==> src/rtl/rng_front_pkg.sv <==
// Shared register offsets and status bit positions for the random number front end.
package rng_front_pkg;
    localparam int ADDR_W = 7;
    localparam logic [ADDR_W-1:0] OFS_STS      = 7'h10;
    localparam logic [ADDR_W-1:0] OFS_CTRL     = 7'h14;
    localparam logic [ADDR_W-1:0] OFS_CFG      = 7'h18;
    localparam logic [ADDR_W-1:0] OFS_ALM      = 7'h1C;
    localparam logic [ADDR_W-1:0] OFS_MISC0    = 7'h20;
    localparam logic [ADDR_W-1:0] OFS_OPT      = 7'h78;
    localparam logic [ADDR_W-1:0] OFS_REV      = 7'h7C;
    localparam int MISC_N      = 4;
    localparam int CTRL_EN_BIT = 10;
    localparam int ST_READY    = 0;
    localparam int ST_SHDN     = 1;
    localparam int ST_STUCK    = 2;
    localparam int ST_HLTH_LO  = 3;
    localparam int ST_TOP      = 7;
endpackage

==> src/rtl/rng_cfg_regs.sv <==
// Writable control, configuration, alarm and plain storage registers.
// Assumes a single-cycle write strobe with a byte address that is a multiple of four.
module rng_cfg_regs
    import rng_front_pkg::*;
#(
    parameter int DW    = 32,
    parameter int MAX_W = 16,
    parameter int MIN_W = 8
) (
    input  logic                        clk,
    input  logic                        rst_n,
    input  logic                        wr,
    input  logic [ADDR_W-1:0]           addr,
    input  logic [DW-1:0]               wdata,
    output logic                        gen_en,
    output logic [ST_TOP:1]             irq_en,
    output logic [MAX_W-1:0]            max_cyc,
    output logic [MIN_W-1:0]            min_cyc,
    output logic [MIN_W-1:0]            alm_thr,
    output logic [MISC_N-1:0][DW-1:0]   misc
);
    // Control fields: generation enable and per-cause interrupt enables.
    always_ff @(posedge clk) begin
        if (!rst_n) begin
            gen_en <= 1'b0;
            irq_en <= '0;
        end else if (wr && addr == OFS_CTRL) begin
            gen_en <= wdata[CTRL_EN_BIT];
            irq_en <= wdata[ST_TOP:1];
        end
    end

    // Refill pacing fields and alarm threshold.
    always_ff @(posedge clk) begin
        if (!rst_n) begin
            max_cyc <= '0;
            min_cyc <= '0;
            alm_thr <= '0;
        end else if (wr) begin
            if (addr == OFS_CFG) begin
                max_cyc <= wdata[DW-1 -: MAX_W];
                min_cyc <= wdata[MIN_W-1:0];
            end
            if (addr == OFS_ALM) alm_thr <= wdata[MIN_W-1:0];
        end
    end

    // Full-width storage registers at consecutive word offsets.
    for (genvar g = 0; g < MISC_N; g++) begin : g_misc
        localparam logic [ADDR_W-1:0] OFS = OFS_MISC0 + ADDR_W'(4 * g);
        always_ff @(posedge clk) begin
            if (!rst_n)                   misc[g] <= '0;
            else if (wr && addr == OFS)   misc[g] <= wdata;
        end
    end
endmodule

==> src/rtl/rng_fill.sv <==
// Collects entropy bits into the output block, paces the refill and raises ready.
// Also flags a completed block that repeats the previous one.
// Assumes ack takes priority over a refill step in the same cycle.
module rng_fill #(
    parameter int BLK_W = 128,
    parameter int MAX_W = 16,
    parameter int MIN_W = 8
) (
    input  logic              clk,
    input  logic              rst_n,
    input  logic              gen_en,
    input  logic              ent_bit,
    input  logic              ack,
    input  logic [MAX_W-1:0]  max_cyc,
    input  logic [MIN_W-1:0]  min_cyc,
    output logic              ready,
    output logic [BLK_W-1:0]  blk,
    output logic              stuck_set
);
    localparam int CW = MAX_W + 1;

    logic [CW-1:0]    cnt_q, cnt_inc, tgt;
    logic [BLK_W-1:0] nxt_blk, prev_q;
    logic             have_prev, step, done;

    // Pick the refill length from the pacing fields.
    always_comb begin
        tgt = (max_cyc >= MAX_W'(min_cyc)) ? CW'(max_cyc) : CW'(min_cyc);
        if (tgt == '0) tgt = CW'(1);
    end

    assign cnt_inc   = cnt_q + CW'(1);
    assign step      = gen_en && !ready && !ack;
    assign done      = step && (cnt_inc >= tgt);
    assign nxt_blk   = {blk[BLK_W-2:0], ent_bit};
    assign stuck_set = done && have_prev && (nxt_blk == prev_q);

    // Shift, count and ready flag.
    always_ff @(posedge clk) begin
        if (!rst_n) begin
            ready <= 1'b0;
            cnt_q <= '0;
            blk   <= '0;
        end else if (ack) begin
            ready <= 1'b0;
            cnt_q <= '0;
        end else if (step) begin
            blk   <= nxt_blk;
            cnt_q <= done ? '0 : cnt_inc;
            if (done) ready <= 1'b1;
        end
    end

    // Remember the last completed block for the repeat check.
    always_ff @(posedge clk) begin
        if (!rst_n) begin
            prev_q    <= '0;
            have_prev <= 1'b0;
        end else if (done) begin
            prev_q    <= nxt_blk;
            have_prev <= 1'b1;
        end
    end
endmodule

==> src/rtl/rng_status.sv <==
// Sticky status bits 7:1 with write-one-to-clear and the masked interrupt line.
// Assumes a set pulse wins over a clear in the same cycle.
module rng_status
    import rng_front_pkg::*;
(
    input  logic             clk,
    input  logic             rst_n,
    input  logic [ST_TOP:1]  set,
    input  logic [ST_TOP:1]  clr,
    input  logic [ST_TOP:1]  irq_en,
    output logic [ST_TOP:1]  sts,
    output logic             irq
);
    for (genvar b = 1; b <= ST_TOP; b++) begin : g_bit
        // One sticky cause bit.
        always_ff @(posedge clk) begin
            if (!rst_n)      sts[b] <= 1'b0;
            else if (set[b]) sts[b] <= 1'b1;
            else if (clr[b]) sts[b] <= 1'b0;
        end
    end

    assign irq = |(sts & irq_en);
endmodule

==> src/rtl/rng_front.sv <==
// Register front end for a hardware random number source: output block,
// status, control and identification registers on a single-cycle bus.
// Assumes read data is sampled in the same cycle as the address.
module rng_front
    import rng_front_pkg::*;
#(
    parameter int          WORDS     = 4,
    parameter int          WORD_W    = 32,
    parameter int          MAX_W     = 16,
    parameter int          MIN_W     = 8,
    parameter logic [3:0]  REV_MAJOR = 4'h1,
    parameter logic [3:0]  REV_MINOR = 4'h0,
    parameter logic [3:0]  REV_PATCH = 4'h0,
    parameter logic [31:0] OPT_VAL   = 32'h0000_0000
) (
    input  logic              clk,
    input  logic              rst_n,
    input  logic              bus_wr,
    input  logic [6:0]        bus_addr,
    input  logic [31:0]       bus_wdata,
    output logic [31:0]       bus_rdata,
    input  logic              ent_bit,
    input  logic [4:0]        hlth_fail,
    input  logic              shdn_ovf,
    output logic              irq
);
    localparam int BLK_W = WORDS * WORD_W;
    localparam int IDX_W = (WORDS > 1) ? $clog2(WORDS) : 1;

    logic                      gen_en, ready_w, stuck_set, wr_sts, ack;
    logic [ST_TOP:1]           irq_en, sts_w, set_v, clr_v;
    logic [MAX_W-1:0]          max_cyc;
    logic [MIN_W-1:0]          min_cyc, alm_thr;
    logic [MISC_N-1:0][31:0]   misc;
    logic [WORDS-1:0][WORD_W-1:0] words;
    logic [4:0]                widx;

    assign wr_sts = bus_wr && bus_addr == OFS_STS;
    assign ack    = wr_sts && bus_wdata[ST_READY];
    assign clr_v  = wr_sts ? bus_wdata[ST_TOP:1] : '0;
    assign set_v  = {hlth_fail, stuck_set, shdn_ovf};
    assign widx   = bus_addr[6:2];

    rng_cfg_regs #(.DW(32), .MAX_W(MAX_W), .MIN_W(MIN_W)) u_regs (
        .clk(clk), .rst_n(rst_n), .wr(bus_wr), .addr(bus_addr), .wdata(bus_wdata),
        .gen_en(gen_en), .irq_en(irq_en), .max_cyc(max_cyc), .min_cyc(min_cyc),
        .alm_thr(alm_thr), .misc(misc)
    );

    rng_fill #(.BLK_W(BLK_W), .MAX_W(MAX_W), .MIN_W(MIN_W)) u_fill (
        .clk(clk), .rst_n(rst_n), .gen_en(gen_en), .ent_bit(ent_bit), .ack(ack),
        .max_cyc(max_cyc), .min_cyc(min_cyc), .ready(ready_w), .blk(words),
        .stuck_set(stuck_set)
    );

    rng_status u_sts (
        .clk(clk), .rst_n(rst_n), .set(set_v), .clr(clr_v), .irq_en(irq_en),
        .sts(sts_w), .irq(irq)
    );

    // Read multiplexer; output words are hidden until ready.
    always_comb begin
        bus_rdata = '0;
        if (bus_addr[1:0] == 2'b00 && 32'(widx) < WORDS) begin
            if (ready_w) bus_rdata = 32'(words[widx[IDX_W-1:0]]);
        end else begin
            case (bus_addr)
                OFS_STS:         bus_rdata = {24'b0, sts_w, ready_w};
                OFS_CTRL:        bus_rdata = 32'({gen_en, 2'b00, irq_en, 1'b0});
                OFS_CFG:         bus_rdata = {max_cyc, 8'b0, min_cyc};
                OFS_ALM:         bus_rdata = 32'(alm_thr);
                OFS_MISC0:       bus_rdata = misc[0];
                OFS_MISC0 + 4:   bus_rdata = misc[1];
                OFS_MISC0 + 8:   bus_rdata = misc[2];
                OFS_MISC0 + 12:  bus_rdata = misc[3];
                OFS_OPT:         bus_rdata = OPT_VAL;
                OFS_REV:         bus_rdata = {4'b0, REV_MAJOR, REV_MINOR, REV_PATCH, 16'b0};
                default:         bus_rdata = '0;
            endcase
        end
    end
endmodule

==> config.mk <==
export PLATFORM = sky130hd
export DESIGN_NAME = rng_front
export DESIGN_NICKNAME = d
export VERILOG_FILES = /design/src/rtl/rng_front_pkg.sv /design/src/rtl/rng_cfg_regs.sv /design/src/rtl/rng_fill.sv /design/src/rtl/rng_status.sv /design/src/rtl/rng_front.sv
export SDC_FILE = /design/constraint.sdc
export NUM_CORES = 1
export LEC_CHECK = 0
export BUFFER_PORTS_ARGS = -buffer_cell sky130_fd_sc_hd__buf_2
export CELL_PAD_IN_SITES_DETAIL_PLACEMENT = 1
export CELL_PAD_IN_SITES_GLOBAL_PLACEMENT = 1
export CORE_ASPECT_RATIO = 0.6
export CORE_MARGIN = 5
export CORE_UTILIZATION = 52
export CTS_CLUSTER_DIAMETER = 40
export CTS_CLUSTER_SIZE = 28
export DETAILED_ROUTE_END_ITERATION = 10
export PLACE_DENSITY_LB_ADDON = 0.1
export SYNTH_ARGS = -nofsm -noshare
export SYNTH_HDL_FRONTEND = slang
export SYNTH_HIERARCHICAL = 1
export SYNTH_SLANG_ARGS = --single-unit
==> constraint.sdc <==
create_clock -name clk -period 8 [get_ports clk]
set_input_delay 0.8 -clock clk [delete_from_list [all_inputs] [get_ports clk]]
set_output_delay 0.8 -clock clk [all_outputs]
set_load 0.02 [all_outputs]
[After elaboration in Yosys (flattened, before gate mapping)]
Index checks and enable logic that the tools add are counted.
Storage, ports and cells
  register bits after elaboration: 450
  input port bits: 49
  output and inout port bits: 33
  word-level logic and storage cells: 92
Operators by class
  $add $sub $neg: 1
  $lt $le $gt $ge: 4
  equality and inequality tests: 10
  muxes and demuxes: 23
  bitwise logic cells: 3
  reduce and logical (&&, ||, !) cells: 30
Operator list (count)
  case mux 32 bit (9 select lines): 1
  == test 128 bit: 1
  2-to-1 mux 32 bit: 3
  binary-select mux 32 bit (select 2 bit): 1
  2-to-1 mux 17 bit: 2
  == test 7 x 5 -> 1 bit, second input constant: 4
  == test 7 x 6 -> 1 bit, second input constant: 4
  adder 17 x 1 -> 17 bit, second input constant: 1
  greater-or-equal comparator 17 bit: 1
  logical NOT 17 bit: 1
  greater-or-equal comparator 16 x 8 -> 1 bit: 1
  2-to-1 mux 16 bit: 1
  2-to-1 mux 1 bit: 14
  nonzero test 2 bit: 7
  logical AND 1 bit: 13
  AND reduction 2 bit: 4
  bitwise AND 7 bit: 1
  == test 7 bit, second input constant: 1
  2-to-1 mux 7 bit: 1
  OR reduction 7 bit: 1
  less-than comparator 5 x 3 -> 1 bit, second input constant: 1
  less-than comparator 2 x 3 -> 1 bit, second input constant: 1
  logical NOT 1 bit: 2
  logical NOT 2 bit: 1
  2 further kinds: 3

[Logic depth before layout (Yosys ltp)]
Gate-level depths: netlist of run 1.
  depth after elaboration: 9
  depth in mapped cells: 18
  depth with buffers taken out: 16

[Hierarchy]
Netlist of run 1, hierarchy kept.
Modules (own cells, without submodules)
  rng_fill: instances 1, cells each 1557, area an instance 13061.3 um^2, sequential area each 5505.3 um^2
  rng_cfg_regs: instances 1, cells each 587, area an instance 6139.6 um^2, sequential area each 3363.2 um^2
  rng_front: instances 1, cells each 278, area an instance 2444.8 um^2, sequential area each 0.0 um^2
  rng_status: instances 1, cells each 25, area an instance 266.5 um^2, sequential area each 140.1 um^2

[Worst setup path before layout of run 1]
OpenSTA, ideal clock, no wires.
  path kind: reg-to-reg
  from: register u_regs.max_cyc[0]
  to: register u_fill.prev_q[100]
  library setup time: 72 ps
  arrival: 3279 ps
  required time: 7928 ps
  path slack: 4649 ps
  cell stages (with the launch flop): 18
  buffers on the path: 3
  period minus slack after synthesis: 3351 ps
  cell sequence: dfxtp_1 -> inv_1 -> ha_1 -> nand2b_1 -> a211oi_1 -> a2bb2oi_1 -> a31oi_1 -> clkbuf_1 -> a21oi_1 -> ha_1 -> nand4_1 -> a21o_1 -> a31oi_1 -> o2111ai_1 -> a21oi_1 -> buf_6 -> buf_6 -> mux2i_1
Between the ends
  longest elaborated chain between the ends: 6
Ends and longest elaborated chain
  from (decl): RTL line rng_cfg_regs.sv:17  | output logic [MAX_W-1:0] max_cyc,
  from (signal assigned): RTL line rng_cfg_regs.sv:41  | max_cyc <= wdata[DW-1 -: MAX_W];
  greater-or-equal comparator 16 x 8 -> 1 bit: RTL line rng_fill.sv:28  | tgt = (max_cyc >= MAX_W'(min_cyc)) ? CW'(max_cyc) : CW'(min_cyc);
  2-to-1 mux 16 bit (*): RTL line rng_fill.sv:28
  logical NOT 17 bit: RTL line rng_fill.sv:29  | if (tgt == '0) tgt = CW'(1);
  2-to-1 mux 17 bit (*): RTL line rng_fill.sv:29
  greater-or-equal comparator 17 bit (*): RTL line rng_fill.sv:34  | assign done = step && (cnt_inc >= tgt);
  logical AND 1 bit (*): RTL line rng_fill.sv:34
  to (signal assigned): RTL line rng_fill.sv:60  | prev_q <= nxt_blk;
  to (decl): RTL line rng_fill.sv:23  | logic [BLK_W-1:0] nxt_blk, prev_q;
Mark *: on every way between the ends. The rest lies on a longest branch, timed or not.
A chain may end at the register's enable or synchronous reset.

[Final worst setup path of run 1]
  from: register u_regs.min_cyc[4]
  to: register u_fill.prev_q[78]
Between the ends
  longest elaborated chain between the ends: 6
Ends and longest elaborated chain
  from (decl): RTL line rng_cfg_regs.sv:18  | output logic [MIN_W-1:0] min_cyc,
  from (signal assigned): RTL line rng_cfg_regs.sv:42  | min_cyc <= wdata[MIN_W-1:0];
  greater-or-equal comparator 16 x 8 -> 1 bit: RTL line rng_fill.sv:28
  2-to-1 mux 16 bit (*): RTL line rng_fill.sv:28
  logical NOT 17 bit: RTL line rng_fill.sv:29
  2-to-1 mux 17 bit (*): RTL line rng_fill.sv:29
  greater-or-equal comparator 17 bit (*): RTL line rng_fill.sv:34
  logical AND 1 bit (*): RTL line rng_fill.sv:34
Marked as above.

==> results of run 1 <==
## layout make-up
class,count,share of cell area
Antenna cell,1,0.000104
Clock buffer,48,0.0494
Clock inverter,37,0.0204
Inverter,61,0.00951
Multi-Input combinational cell,1774,0.493
Sequential cell,450,0.374
Tap cell,570,0.0296
Timing Repair Buffer,101,0.0241
## report_power, final
group / internal [mW] / switching (mW)
logic: 0.0439 / 0.115
registers: 2.24 / 0.00432
clock network: 1.35 / 1.05
total: 3.64 / 1.17
## layer usage
| metal | wire, um | share of wire | GRT usage | vias up |
|---|---|---|---|---|
| li1 | - | - | - | 8355 |
| met1 | 34900 | 0.47 | 0.470 | 9263 |
| met2 | 31600 | 0.43 | 0.458 | 587 |
| met3 | 6090 | 0.082 | 0.0683 | 88 |
| met4 | 1380 | 0.019 | 0.0637 | 2 |
| met5 | 13 | 0.00018 | 0 | - |
## logic make-up after synthesis
family	count (synthesis)	synth area share
compound gates	319	0.111
fa+ha+maj	25	0.0143
xor+xnor	106	0.0424
mux	352	0.179
buf+inv	223	0.0484
simple gates	972	0.193
flops	450	0.411
## sequential cells by signal, indices dropped and copies added (netlist names)
register / flops
u_sts/sts: 7
u_fill/blk: 128
u_regs/irq_en: 7
u_fill/prev_q: 128
u_fill/have_prev: 1
u_fill/cnt_q: 17
u_regs/min_cyc: 8
u_regs/gen_en: 1
u_regs/misc: 128
u_regs/alm_thr: 8
u_fill/ready: 1
u_regs/max_cyc: 16
## final timing paths
kind | endpoint | depth (start not counted)
worst max-delay path | u_fill/prev_q[78]$_SDFFE_PN0P_ | 14
worst max register to register | u_fill/prev_q[78]$_SDFFE_PN0P_ | 14
worst min-delay path | u_sts/sts[3]$_SDFFE_PN0P_ | 2
worst min register to register | u_fill/prev_q[123]$_SDFFE_PN0P_ | 2
## synthesized netlist by cell type, types with 26 or more instances
library cell and number:
nand4_1 26, a22oi_1 40, xnor2_1 64, inv_1 61, dfxtp_1 450, clkbuf_1 109, nand2_1 765, xor2_1 42
mux2i_1 319, nor2_1 31, a21boi_0 128, mux4_2 32
## through the flow
stage | setup slack, ns | instances | hold WS, ns
2_1_floorplan | 4.65 | 2447 | 0.430
3_3_place_gp | 3.32 | 2956 | 0.441
3_5_place_dp | 3.20 | 2956 | 0.448
4_1_cts | 3.16 | 3041 | 0.418
5_1_grt | 2.83 | 3041 | 0.419
6_report | 3.01 | 3042 | 0.431
==> metrics.txt, run 1 <==
I/O Buffers 81; Distinct cells, synth 76; starting density of the core 0.525; Post-Route Skew 0.0216 ns; die area 0.0465 sq mm; mapped cell area 0.0219 sq mm; data arrival time at the worst-slack endpoint 5.47 ns; number of DRC markers in iteration 0 1926; WP buf/inv 2; biggest fanout along the worst timing path 147; peak ir drop on the vdd network 0.196 mV; fraction of layout instances using a drive strength above 1 0.104; ordered list of cells on the worst path inv_1, ha_1, o2111ai_1, a2bb2oi_1, a31oi_1, a21oi_1, ha_1, nand4_1, a21o_1, a31oi_1, o2111ai_1, a21oi_4, buf_12, mux2i_1; Synth area leaders dfxtp_1 (41%), mux2i_1 (15%), nand2_1 (13%); final critical-path required period 4.99 ns; clock sink count 450; number of flops mapped to enable cells by yosys 0; launch point of the worst reg-to-reg path u_regs/min_cyc[4]$_SDFFE_PN0P_; first-pass detailed-route iteration total 6; area of all placed cells without fillers 0.0241 sq mm; cell at the slowest stage of the critical path a31oi_1; number of storage elements in the synthesis netlist 450; number of setup violations in the final report 0; Post-synth top flop dfxtp_1; Longest Clk Path Bufs 3; most frequent cells in the layout nand2_1 (764), dfxtp_1 (450), mux2i_1 (319); count of yosys warnings during synthesis 6; clock tree from TritonCTS done; Final Cycle Share 0.624; all-layer global routing usage 0.311; clock root buffer clkbuf_16; area used by multi-input combinational logic 0.0119 sq mm; most common cell after layout, fill and taps aside nand2_1; global-route wire length before repair 113000 um; final number of max-transition violations 0; number of H-tree levels 2; maximum capacitance violations 0; startpoint of the tightest hold check path hlth_fail[0]; combined flip-flop and latch cell area 0.00901 sq mm; instance area at placement 0.0224 sq mm; total routed wirelength 74000 um; number of fill cells 4814; setup repair after global routing missed its margin false; syn_area_per_cell 8.95 sq um; Fin. Hold Viols 0; number of placed I/O pins 82; number of CTS-inserted buffers 47; core box area 0.0417 sq mm; gp weighted congestion 0.904; placement row count 58; leakage component of the power 8.73 nW; DRC violations left 0; count of buffers added by post-CTS timing repair for setup 0; required time worst endpoint 8.48 ns; initial antenna violation count 2; overall power 4.81 mW; clock insertion delay at the later pin of the skew report 0.58 ns; Post-Synthesis Cells 2447; fin util 0.577; share of synthesized flip-flops with an asynchronous set or reset 0; Vert. Die Dim 169 um; portion of the post-synthesis area used by sequential elements 0.411; kind of end point of the critical path flop; clock-pin slew of the registers on the worst-case setup and hold paths 0.07 ns; Crit path max-delay family compound AO/OA/AOI/OAI gates; Routed Antenna Nets 0; number of nets in the layout 2509; cells resized by post-CTS repair 0; total power density per cell area 200 mW/mm^2; setup TNS 0 ns; maximum number of pins on one net before global-route repair 163; max frequency 200 MHz; run status completed; Worst Setup SP u_regs/min_cyc[4]$_SDFFE_PN0P_; routed vias 18.3k; post-DR wirelength/cell 24.3 um; WS Path Type reg -> reg; horizontal extent of the die 275 um; R2R Setup Slk 3.01 ns; layout-stage area growth over the synthesis result 9.92%; post-synthesis cell type with the largest combined area dfxtp_1; delay contributed by the slowest stage of the critical path 0.92 ns; mean number of vias per cell 6.01; transition at the pin with the smallest max-transition slack 1.16 ns; number of nets produced by synthesis 2521; quantity of hold-fixing buffers added after cts 0; total overflow reported by the global router 0; HPWL reported at the end of detailed placement 51000 um; worst-case headroom to the max-slew limit 0.226; top-area cell type share of the netlist area 0.411; crit path launch type flop; worst hold path class in -> reg; number of global-route vias before repair 18.7k
Note: power is estimated with default switching activity, not from simulation.
==> inputs of run 2 (changes only) <==
--- a/config.mk
+++ b/config.mk
@@ -5,12 +5,13 @@
 export SDC_FILE = /design/constraint.sdc
 export NUM_CORES = 1
 export LEC_CHECK = 0
+export ABC_AREA = 1
 export BUFFER_PORTS_ARGS = -buffer_cell sky130_fd_sc_hd__buf_2
 export CELL_PAD_IN_SITES_DETAIL_PLACEMENT = 1
 export CELL_PAD_IN_SITES_GLOBAL_PLACEMENT = 1
 export CORE_ASPECT_RATIO = 0.6
 export CORE_MARGIN = 5
-export CORE_UTILIZATION = 52
+export CORE_UTILIZATION = 45
 export CTS_CLUSTER_DIAMETER = 40
 export CTS_CLUSTER_SIZE = 28
 export DETAILED_ROUTE_END_ITERATION = 10
==> constraint.sdc (replaced) <==
create_clock -name clk -period 5 [get_ports clk]
set_input_delay 0.5 -clock clk [delete_from_list [all_inputs] [get_ports clk]]
set_output_delay 0.5 -clock clk [all_outputs]
set_load 0.02 [all_outputs]
==> metrics.txt, run 2 <==
area of all placed cells without fillers 0.0255 sq mm (+5.8%); mean number of vias per cell 5.66 (-5.9%); Synth area leaders dfxtp_1 (39%), nand2_1 (15%), nor2_1 (10%); clock-pin slew of the registers on the worst-case setup and hold paths 0.08 ns (about the same); post-synthesis cell type with the largest combined area dfxtp_1; Reg power frac 0.444 (-0.023); Post-Synthesis Cells 3499 (+43%); proportion of power drawn by the clock network 0.501 (about the same); number of storage elements in the synthesis netlist 450 (unchanged); top-area cell type share of the netlist area 0.391 (-0.0198); complex-gate fraction of the synthesized area 0.124 (+0.0126); portion of the post-synthesis area used by sequential elements 0.391 (-0.0198); routed vias 23.7k (+30%); logic gate share of total power 0.055 (+0.022); global-route wire length before repair 136000 um (+20%); core box area 0.0508 sq mm (+22%); top cell types by occurrence after synthesis nand2_1 (919), nor2_1 (624), dfxtp_1 (450); gp weighted congestion 0.917 (+1.3%); most frequent cells in the layout nand2_1 (919), nor2_1 (617), dfxtp_1 (450); horizontal extent of the die 302 um (+9.8%); die area 0.0559 sq mm (+20%); Synth Area in XOR/XNOR 0.0186 (-0.0237); DRC violations left 0 (unchanged); number of H-tree levels 2 (unchanged); most common cell after layout, fill and taps aside nand2_1; clock root buffer clkbuf_16; clock tree from TritonCTS done; I/O Buffers 81 (unchanged); total power density per cell area 320 mW/mm^2 (+60%); maximum number of pins on one net before global-route repair 173 (+6.1%); number of nets in the layout 3531 (+41%); mapped cell area 0.0230 sq mm (+5.0%); run status completed; maximum capacitance violations 0 (unchanged); total overflow reported by the global router 0 (unchanged); adder-cell area share of the yosys netlist 0.0136 (-0.000686); starting density of the core 0.453 (-0.0717); setup repair after global routing missed its margin false; count of yosys warnings during synthesis 6 (unchanged); instance area at placement 0.0237 sq mm (+5.7%); kind of end point of the critical path flop; library cell with the highest instance count after synthesis nand2_1; Post-synth top flop dfxtp_1; final critical-path setup slack 0.517 ns (-2.49 ns); total routed wirelength 88900 um (+20%); largest family of logic cells by synthesized area simple AND/OR/NAND/NOR gates; worst-case headroom to the max-slew limit 0.158 (-0.0680); fraction of layout instances using a drive strength above 1 0.0903 (-0.0141); final critical-path required period 4.48 ns (-0.508 ns); number of global-route vias before repair 23.1k (+24%); data arrival time at the worst-slack endpoint 4.98 ns (-0.49 ns); Vert. Die Dim 185 um (+9.6%); number of CTS-inserted buffers 51 (+8.5%); number of nets produced by synthesis 3573 (+42%); mux cell area share after synthesis 0.000435 (-0.179); Routed Antenna Nets 0 (unchanged); layout-stage area growth over the synthesis result 10.8%; registers with the most flip-flops u_fill/blk: 128 flops, u_fill/prev_q: 128 flops, u_regs/misc: 128 flops; max frequency 223 MHz (+11%); Fin. Hold Viols 0 (unchanged); overall power 8.15 mW (+69%); number of setup violations in the final report 0 (unchanged); final number of max-transition violations 0 (unchanged); simple-gate share of the synthesized area 0.360 (+0.167); worst hold path class in -> reg; Final Cycle Share 0.897 (+0.273); net switching fraction of the power 0.265 (+0.0210); setup TNS 0 ns (unchanged); WS Path Type reg -> reg; count of buffers added by post-CTS timing repair for setup 0 (unchanged); Longest Clk Path Bufs 3 (unchanged); number of placed I/O pins 82 (unchanged); share of synthesized flip-flops with an asynchronous set or reset 0 (unchanged); post-route worst hold slack 0.132 ns (-0.298 ns); biggest fanout along the worst timing path 79 (-46%); placement-stage worst setup slack 0.700 ns (-2.50 ns); clock insertion delay at the later pin of the skew report 0.60 ns (+0.02 ns); first-pass detailed-route iteration total 5 (-1); number of DRC markers in iteration 0 2161 (+12%); number of fill cells 6805 (+41%); Distinct cells, synth 39 (-49%); syn_area_per_cell 6.58 sq um (-27%); all-layer global routing usage 0.309 (-0.00219); Internal Dissipation 5.99 mW (+65%); quantity of hold-fixing buffers added after cts 0 (unchanged); cells resized by post-CTS repair 0 (unchanged); leakage component of the power 10.7 nW (+22%); required time worst endpoint 5.49 ns (-2.99 ns); Post-Route Skew 0.0163 ns (-0.00530 ns); crit path launch type flop; number of flops mapped to enable cells by yosys 0 (unchanged); placement row count 64 (+10%); peak ir drop on the vdd network 0.271 mV (+39%); clock sink count 450 (unchanged); post-DR wirelength/cell 21.2 um (-13%); total net switching power 2.16 mW (+84%); transition at the pin with the smallest max-transition slack 1.26 ns (+0.104 ns); initial antenna violation count 6 (+4); HPWL reported at the end of detailed placement 62000 um (+22%)
==> run 2: cell count changes after synthesis, sizes merged, moves of 81 or more <==
cell    before  now
nor2        35  640
mux2i      319    1
nand3       16  317
a21oi       12  282
inv         61  278
nand2      765  922
a21boi     128    0
o21ai        9  130
buf         52  133
==> run 2: cells by family (layout without fill, tap and decap cells) <==
kind of cell,count (synthesis),count (layout)
simple gates,1966,1966
compound gates,517,517
buf+inv,491,491
flops,450,450
xor+xnor,49,49
fa+ha+maj,25,25
mux,1,1
other cells,0,2
==> run 2: layout make-up <==
type | count | area [sq um] | area share
clock inverter | 39 | 470 | 0.0185
inverter | 279 | 1050 | 0.0414
sequential | 450 | 9010 | 0.353
timing repair buffer | 117 | 773 | 0.0303
multi-input combinational | 2558 | 12000 | 0.470
clock buffer | 56 | 1350 | 0.0528
tap | 693 | 867 | 0.0340
antenna | 2 | 5.00 | 0.000196
==> run 2: worst max-delay path: stages (launching register included) <==
cell and delay, ns:
dfxtp_1 0.44, inv_1 0.07, ha_1 0.29, nand2_1 0.09
nor2_1 0.08, nand4_1 0.16, nand4_1 0.45, o21ai_0 0.48
inv_1 0.08, ha_1 0.30, nand2_1 0.05, nor2_1 0.19
nand3_1 0.12, nand3_1 0.10, nand2_1 0.05, nand2_1 0.06
nand2_1 0.05, nand2_1 0.05, nand2_1 0.12, nand2_8 0.35
buf_12 0.38, nand2_1 0.11, nand2_1 0.11, nor2_1 0.08
==> run 2: worst paths after layout <==
path	startpoint	endpoint	slack (ns)	cells after the start
setup / recovery	u_regs/min_cyc[7]$_SDFFE_PN0P_	u_fill/prev_q[28]$_SDFFE_PN0P_	0.52	23
hold / removal	hlth_fail[4]	u_sts/sts[7]$_SDFFE_PN0P_	0.13	3
setup reg to reg	u_regs/min_cyc[7]$_SDFFE_PN0P_	u_fill/prev_q[28]$_SDFFE_PN0P_	0.52	23
hold reg to reg	u_fill/prev_q[0]$_SDFFE_PN0P_	u_fill/prev_q[0]$_SDFFE_PN0P_	0.47	2
==> run 2: power by group through the flow <==
stage	combinational, mW	sequential, mW	clock (mW)
2_1_floorplan	0.289	3.69	0
3_3_place_gp	0.421	3.70	0
3_5_place_dp	0.434	3.70	0
4_1_cts	0.437	3.62	4.14
5_1_grt	0.483	3.62	4.30
6_report	0.448	3.62	4.08
==> run 2: routing by layer <==
layer | track usage | share of wire | vias up
li1 | - | - | 11150
met1 | 0.470 | 0.49 | 11691
met2 | 0.456 | 0.41 | 767
met3 | 0.0581 | 0.082 | 115
met4 | 0.0632 | 0.018 | 2
met5 | 0 | 0.00015 | -
==> run 2: through the flow <==
step                      cells  utilization
after global placement     4097        0.466
after floorplan            3499            -
final                      4194        0.502
after CTS                  4192        0.502
after global routing       4194        0.502
after detailed placement   4097        0.466
